[src/rtl/ebs_pkg.sv]
package ebs_pkg;

  typedef enum logic {
    SEQ_IDLE = 1'b0,
    SEQ_RUN  = 1'b1
  } seq_state_e;

endpackage

[src/rtl/ebs_cfg_bank.sv]
module ebs_cfg_bank #(
  parameter int NUM_SEL = 4,
  parameter int CNT_W   = 3,
  localparam int SEL_W  = $clog2(NUM_SEL)
) (
  input  logic             clk,
  input  logic             rst_n,
  input  logic             wr_en,
  input  logic [SEL_W-1:0] wr_sel,
  input  logic [CNT_W-1:0] wr_wait,
  input  logic [CNT_W-1:0] wr_float,
  input  logic [SEL_W-1:0] wait_sel,
  output logic [CNT_W-1:0] wait_val,
  input  logic [SEL_W-1:0] float_sel,
  output logic [CNT_W-1:0] float_val
);

  logic [CNT_W-1:0] wait_q  [NUM_SEL];
  logic [CNT_W-1:0] float_q [NUM_SEL];

  for (genvar i = 0; i < NUM_SEL; i++) begin : g_entry
    always_ff @(posedge clk or negedge rst_n) begin
      if (!rst_n) begin
        wait_q[i]  <= '0;
        float_q[i] <= '0;
      end else if (wr_en && (wr_sel == SEL_W'(i))) begin
        wait_q[i]  <= wr_wait;
        float_q[i] <= wr_float;
      end
    end
  end

  assign wait_val  = wait_q[wait_sel];
  assign float_val = float_q[float_sel];

endmodule

[src/rtl/ebs_float_timer.sv]
module ebs_float_timer #(
  parameter int CNT_W = 3
) (
  input  logic             clk,
  input  logic             rst_n,
  input  logic             load,
  input  logic [CNT_W-1:0] load_val,
  output logic             busy
);

  logic [CNT_W-1:0] left_q;

  always_ff @(posedge clk or negedge rst_n) begin
    if (!rst_n) begin
      left_q <= '0;
    end else if (load) begin
      left_q <= load_val;
    end else if (left_q != '0) begin
      left_q <= left_q - 1'b1;
    end
  end

  assign busy = (left_q != '0);

  // the counter only moves down or reloads; it never wraps from zero
  AST_FLOAT_NO_WRAP: assert property (@(posedge clk) disable iff (!rst_n)
    (!load && left_q == '0) |=> (left_q == '0));

endmodule

[src/rtl/ebs_strobe_gen.sv]
module ebs_strobe_gen (
  input  logic clk,
  input  logic rst_n,
  input  logic wr_active,
  input  logic last_cycle,
  output logic we_n
);

  logic late_half_q;

  // falling-edge register: marks the second half of the last write cycle
  always_ff @(negedge clk or negedge rst_n) begin
    if (!rst_n) begin
      late_half_q <= 1'b0;
    end else begin
      late_half_q <= wr_active && last_cycle;
    end
  end

  assign we_n = !(wr_active && !late_half_q);

endmodule

[src/rtl/ext_bus_seq.sv]
module ext_bus_seq #(
  parameter int NUM_SEL = 4,
  parameter int ADDR_W  = 16,
  parameter int DATA_W  = 16,
  parameter int CNT_W   = 3,
  localparam int SEL_W  = $clog2(NUM_SEL),
  localparam int BE_W   = DATA_W / 8
) (
  input  logic              clk,
  input  logic              rst_n,
  input  logic              cfg_we,
  input  logic [SEL_W-1:0]  cfg_sel,
  input  logic [CNT_W-1:0]  cfg_wait,
  input  logic [CNT_W-1:0]  cfg_float,
  input  logic              req_valid,
  output logic              req_ready,
  input  logic              req_write,
  input  logic [SEL_W-1:0]  req_sel,
  input  logic [ADDR_W-1:0] req_addr,
  input  logic [DATA_W-1:0] req_wdata,
  input  logic [BE_W-1:0]   req_be,
  output logic              rsp_valid,
  output logic [DATA_W-1:0] rsp_rdata,
  output logic [ADDR_W-1:0] bus_addr,
  output logic [NUM_SEL-1:0] bus_cs_n,
  output logic              bus_oe_n,
  output logic              bus_we_n,
  output logic [BE_W-1:0]   bus_be_n,
  output logic [DATA_W-1:0] bus_dout,
  output logic              bus_doe,
  input  logic [DATA_W-1:0] bus_din
);
  import ebs_pkg::*;

  typedef struct packed {
    logic              write;
    logic [SEL_W-1:0]  sel;
    logic [ADDR_W-1:0] addr;
    logic [DATA_W-1:0] wdata;
    logic [BE_W-1:0]   be;
  } access_t;

  seq_state_e       state_q;
  access_t          cur_q;
  logic [CNT_W-1:0] wait_left_q;
  logic             rsp_valid_q;
  logic [DATA_W-1:0] rdata_q;

  logic [CNT_W-1:0] sel_wait;
  logic [CNT_W-1:0] done_float;
  logic             float_busy;
  logic             accept;
  logic             running;
  logic             last_cycle;

  ebs_cfg_bank #(.NUM_SEL(NUM_SEL), .CNT_W(CNT_W)) i_cfg (
    .clk       (clk),
    .rst_n     (rst_n),
    .wr_en     (cfg_we),
    .wr_sel    (cfg_sel),
    .wr_wait   (cfg_wait),
    .wr_float  (cfg_float),
    .wait_sel  (req_sel),
    .wait_val  (sel_wait),
    .float_sel (cur_q.sel),
    .float_val (done_float)
  );

  assign running    = (state_q == SEQ_RUN);
  assign last_cycle = running && (wait_left_q == '0);
  assign req_ready  = (state_q == SEQ_IDLE) && !float_busy;
  assign accept     = req_valid && req_ready;

  ebs_float_timer #(.CNT_W(CNT_W)) i_float (
    .clk      (clk),
    .rst_n    (rst_n),
    .load     (last_cycle),
    .load_val (done_float),
    .busy     (float_busy)
  );

  always_ff @(posedge clk or negedge rst_n) begin
    if (!rst_n) begin
      state_q     <= SEQ_IDLE;
      cur_q       <= '0;
      wait_left_q <= '0;
      rsp_valid_q <= 1'b0;
      rdata_q     <= '0;
    end else begin
      rsp_valid_q <= 1'b0;
      if (accept) begin
        state_q     <= SEQ_RUN;
        cur_q       <= '{write: req_write, sel: req_sel, addr: req_addr,
                         wdata: req_wdata, be: req_be};
        wait_left_q <= sel_wait;
      end else if (running) begin
        if (wait_left_q == '0) begin
          state_q     <= SEQ_IDLE;
          rsp_valid_q <= 1'b1;
          if (!cur_q.write) rdata_q <= bus_din;
        end else begin
          wait_left_q <= wait_left_q - 1'b1;
        end
      end
    end
  end

  ebs_strobe_gen i_strobe (
    .clk        (clk),
    .rst_n      (rst_n),
    .wr_active  (running && cur_q.write),
    .last_cycle (last_cycle),
    .we_n       (bus_we_n)
  );

  for (genvar i = 0; i < NUM_SEL; i++) begin : g_cs
    assign bus_cs_n[i] = !(running && (cur_q.sel == SEL_W'(i)));
  end

  assign bus_addr  = cur_q.addr;
  assign bus_dout  = cur_q.wdata;
  assign bus_oe_n  = !(running && !cur_q.write);
  assign bus_doe   = running && cur_q.write;
  assign bus_be_n  = running ? ~cur_q.be : '1;
  assign rsp_valid = rsp_valid_q;
  assign rsp_rdata = rdata_q;

  AST_BUSY_NOT_READY: assert property (@(posedge clk) disable iff (!rst_n)
    running |-> !req_ready);
  AST_ADDR_HELD: assert property (@(posedge clk) disable iff (!rst_n)
    (running && !last_cycle) |=> ($stable(bus_addr) && $stable(bus_cs_n)));
  AST_RSP_ONE_CYCLE: assert property (@(posedge clk) disable iff (!rst_n)
    rsp_valid |=> !rsp_valid);
  AST_RSP_AFTER_END: assert property (@(posedge clk) disable iff (!rst_n)
    rsp_valid |-> &bus_cs_n);
  AST_STROBE_EXCL: assert property (@(posedge clk) disable iff (!rst_n)
    !(!bus_oe_n && !bus_we_n));
  AST_FLOAT_BLOCKS: assert property (@(posedge clk) disable iff (!rst_n)
    float_busy |-> !req_ready);
  AST_ONE_SELECT: assert property (@(posedge clk) disable iff (!rst_n)
    $onehot0(~bus_cs_n));
  AST_LANES_IDLE: assert property (@(posedge clk) disable iff (!rst_n)
    (&bus_cs_n) |-> (&bus_be_n));

endmodule

[config.mk]
export PLATFORM = sky130hd
export DESIGN_NAME = ext_bus_seq
export DESIGN_NICKNAME = d
export VERILOG_FILES = /design/src/rtl/ebs_pkg.sv /design/src/rtl/ebs_cfg_bank.sv /design/src/rtl/ebs_float_timer.sv /design/src/rtl/ebs_strobe_gen.sv /design/src/rtl/ext_bus_seq.sv
export SDC_FILE = /design/constraint.sdc
export NUM_CORES = 1
export LEC_CHECK = 0
export BUFFER_PORTS_ARGS = -buffer_cell sky130_fd_sc_hd__buf_2
export CORE_MARGIN = 2
export CORE_UTILIZATION = 55
export DETAILED_ROUTE_END_ITERATION = 12
export PLACE_DENSITY = 0.85
export REMOVE_ABC_BUFFERS = 1
export SYNTH_ARGS = -nofsm -noshare
export SYNTH_HDL_FRONTEND = slang
export SYNTH_HIERARCHICAL = 1
export SYNTH_SLANG_ARGS = --single-unit
[constraint.sdc]
create_clock -name clk -period 3.3 [get_ports clk]
set_clock_uncertainty 0.05 [all_clocks]
set_input_delay 0.825 -clock clk [delete_from_list [all_inputs] [get_ports clk]]
set_output_delay 0.825 -clock clk [all_outputs]
set_load 0.05 [all_outputs]
Word-level counts from Yosys, hierarchy flattened
Index checks and enable logic that the tools add are counted.

word-level totals
  register bits after elaboration = 86
  bits in latches = 0
  memory bits (writable) = 0
  memory bits (read-only) = 0
  input bits = 65
  output and inout port bits = 59
  logic and storage cells = 86
  memories = 0

operators by class
  add/subtract/negate cells = 2
  multiply operators = 0
  divide/modulo/power cells = 0
  order comparisons = 2
  equality and inequality tests = 7
  shifts and indexed selects = 0
  muxes and demuxes = 18
  bitwise logic cells = 6
  reductions and logical operators = 32

operator list
  kind                                                                    number
  3-bit 2-to-1 mux                                                        9
  1-bit logical AND                                                       15
  3-bit binary-select mux with 2-bit select                               2
  1-bit zero test                                                         9
  2-bit equality test (second input constant)                             4
  3-bit greater-or-equal comparator (second input constant)               2
  1-bit 2-to-1 mux                                                        6
  2-bit inverter with 3-bit output                                        2
  3-bit by 1-bit subtractor with 3-bit output (second input constant)     2
  2-bit by 1-bit equality test with 1-bit output (second input constant)  2
  2-bit zero test                                                         2
  4-bit AND reduction                                                     1
  2-bit nonzero test                                                      2
  3-bit zero test                                                         1
  1-bit inverter                                                          3
  3-bit nonzero test                                                      1
  2-bit 2-to-1 mux                                                        1
  2-bit inequality test (second input constant)                           1
  2-bit inverter                                                          1
  2-bit AND reduction                                                     1

Logic depth before layout (Yosys ltp)
  depth after elaboration = 6
  mapped depth = 7
  gate-level depth less buffers = 6

Modules after synthesis
Netlist, hierarchy kept.

modules (own cells, without submodules)
  module           times used  cells an instance  area an instance (um^2)  sequential area each (um^2)
  ext_bus_seq      1           184                2576.2                   1451.4
  ebs_cfg_bank     1           58                 1052.3                   600.6
  ebs_float_timer  1           20                 196.4                    75.1
  ebs_strobe_gen   1           3                  37.5                     25.0

==> summary.md <==
| Metric | Value |
|---|---|
| Mapped Area | 3860 um2 |
| Crit-path max cell delay | 0.39 ns |
| CP Capture Type | output pin |
| Vias in the first global route | 2393 |
| Number of synthesized flops with an enable pin | 0 |
| Hpwl dp | 5220 um |
| Drt pass-1 iters | 4 |
| ANT cells | 0 |
| Vias per inst | 5.08 |
| Final max-slew violation count | 0 |
| CP startpoint kind | register |
| CTS Buf Count | 9 |
| Worst path required time | 2.42 ns |
| Post-synthesis cell type count | 32 |
| HP Class | register to register |
| Endpoints failing setup | 1 |
| Commonest cells in the netlist | 85 x dfrtp_1, 75 x mux2_2, 32 x buf_4 |
| Critical Path Slowest Stage Cell | dfrtn_1 |
| Critical path fanouts, max | 1 |
| Met1 Use GR | 23.2% |
| Met2 GRT Util | 32.2% |
| Remaining Overflow, GRT | 0 |
| Clock transition at path regs | 0.07 ns |
| Area grow syn2layout | 16.6% |
| Final core occ | 66.3% |
| Synth warn | 6 |
| Slew @ Worst Pin | 0.718 ns |
| Drt drc | 0 |
| Met3 Use GR | 3.58% |
| Worst path buffer plus inverter count | 1 |
| Top_reg_cell synth | dfrtp_1 |
| Filler cells | 500 |
| Post-Synthesis Cells | 265 |
| Final instance area | 4500 um2 |
| Top Family by Delay on Critical Path | flip-flops |
| FF+latch count, synth | 86 |
| Core box area | 6790 um2 |
| Post-synthesis async set-or-reset flop share | 100% |
| Power per cell area | 1050 nW/um2 |
| Failing checks | negative setup slack |
| Final Routed Wirelength | 7120 um |
| Yosys top cell area share | 55.1% |
| GRT Util Overall | 19.1% |
| RSZ-0062 raised after global routing | yes |
| H-Tree Depth | 3 |
| GRT busiest layer | met2 |
| Bufs on Longest Clock Path | 2 |
| DR vias | 2363 |
| Starting Density | 56.9% |
| Final GP Congestion | 0.714 |
| CTS tree | built |
| Die X | 87.8 um |
| Mean post-synth cell area | 14.6 um2 |
| Input/output buffers | 123 |
| Clk Latency, worst-skew pair | 0.33 ns |
| Maximum number of pins on one net before global-route repair | 60 |
| Leak pwr | 2.17 nW |
| Max VDD drop | 693 uV |
| MaxCap Viol Count | 0 |
| Max_slew headroom | 52.2% |
| Nets | 434 |
| Crit Path Category | register to output pin |
| Layout cells sized above 1 | 62.6% |
| Placed instance area | 4330 um2 |
| Hold Vio Cnt, Final | 0 |
| Global-route wire length before repair | 11000 um |
| Tightest hold margin | 0.442 ns |
| # rows | 30 |
| WP data arrival | 2.63 ns |
| Post-route ant nets | 0 |
| CTS sink cnt | 86 |
| 1st-iter DRT viols | 117 |
| Setup ws final | -0.201 ns |
| Die ar. | 7710 um2 |
| Status | finished, violations left |
| Initial antenna violation count | 0 |
| R2R setup slack | 0.56 ns |
| Seq/Total Area, Yosys | 55.7% |
| Synth area leader | dfrtp_1 |
| Worst path cell trace | nand2b_4 -> buf_8 |
| Area contributors post-synth | dfrtp_1 55%, mux2_2 22%, buf_4 6.2%, mux4_2 3.5%, buf_6 1.7% |
| CTS Hold Buffers Added | 0 |
| Total I/O pin count | 124 |
| Routed len/inst | 15.3 um |
| Root Driver | clkbuf_8 |
| Count leader, synth | dfrtp_1 |
| Die height | 87.8 um |
| Placement Setup Slack | 0.0603 ns |
[per-stage QoR]
| stage | power, W | std cells | setup TNS (ns) |
|---|---|---|---|
| finish | 0.00474 | 465 | -0.201 |
| global route | 0.00500 | 465 | -0.242 |
| CTS | 0.00478 | 465 | -0.217 |
| detailed placement | 0.00416 | 450 | 0 |
| global placement | 0.00408 | 450 | 0 |
| floorplan | 0.00355 | 225 | 0 |
[kinds of logic after synthesis]
group	synth area share, %
mux	26.2
compound gates	1.91
simple gates	5.99
flops	55.7
buf+inv	8.88
fa+ha+maj	1.30
[registers in the layout, indices dropped and copies added (netlist names), 3 cells and up]
register / flops
i_cfg/float_q: 12
rsp_rdata: 16
wait_left_q: 3
i_float/left_q: 3
cur_q: 5
i_cfg/wait_q: 12
bus_addr: 16
bus_dout: 16
[power by group]
| group | total [W] | switching, W | internal, W | leakage, nW |
|---|---|---|---|---|
| logic | 0.00242 | 0.00165 | 0.000769 | 1.05 |
| clock network | 0.000605 | 0.000341 | 0.000264 | 0.0817 |
| registers | 0.00172 | 0.000241 | 0.00148 | 1.04 |
| total | 0.00474 | 0.00223 | 0.00251 | 2.17 |
[repair_timing]
| item | in CTS | in global routing |
|---|---|---|
| pin swaps | 0 | 0 |
| endpoints found under the setup margin | 1 | 1 |
| resized for setup | 4 | 0 |
| buffers inserted | 0 | 0 |
[final cells by class]
type	instances	area, um2	share of cell area [%]
inverter	7	26.3	0.584
sequential	86	2150	47.8
multi-input combinational	132	1380	30.5
clock inverter	5	27.5	0.611
tap	96	120	2.67
timing repair buffer	129	673	15.0
clock buffer	10	128	2.83
[final timing paths]
| path | start | end | cells past startpoint |
|---|---|---|---|
| setup reg to reg | wait_left_q[0] | i_strobe/late_half_q | 5 |
| min in group asynchronous | rst_n | i_cfg/wait_q[10] | 2 |
| hold reg to reg | cur_q[0] | cur_q[0] | 1 |
| setup / recovery | i_strobe/late_half_q | bus_we_n | 2 |
| max in group asynchronous | rst_n | i_strobe/late_half_q | 1 |
| hold / removal | cur_q[0] | cur_q[0] | 1 |
[layout by cell type, fill, tap and decap left out, drive strengths merged, types with 4 or more instances in the layout]
master and count:
buf 129, clkbuf 10, clkinv 4, dfrtp 85
ha 4, inv 7, mux2 77, mux4 6
nand2 5, nand2b 5, nand3b 4, nor2 5
nor2b 4
[layer usage]
layer | share of wire (%) | wire length [um]
met1 | 42 | 2960
met3 | 4.7 | 337
met5 | 0 | 0
met4 | 2.0 | 140
met2 | 52 | 3680
(Power assumes the default switching activity.)
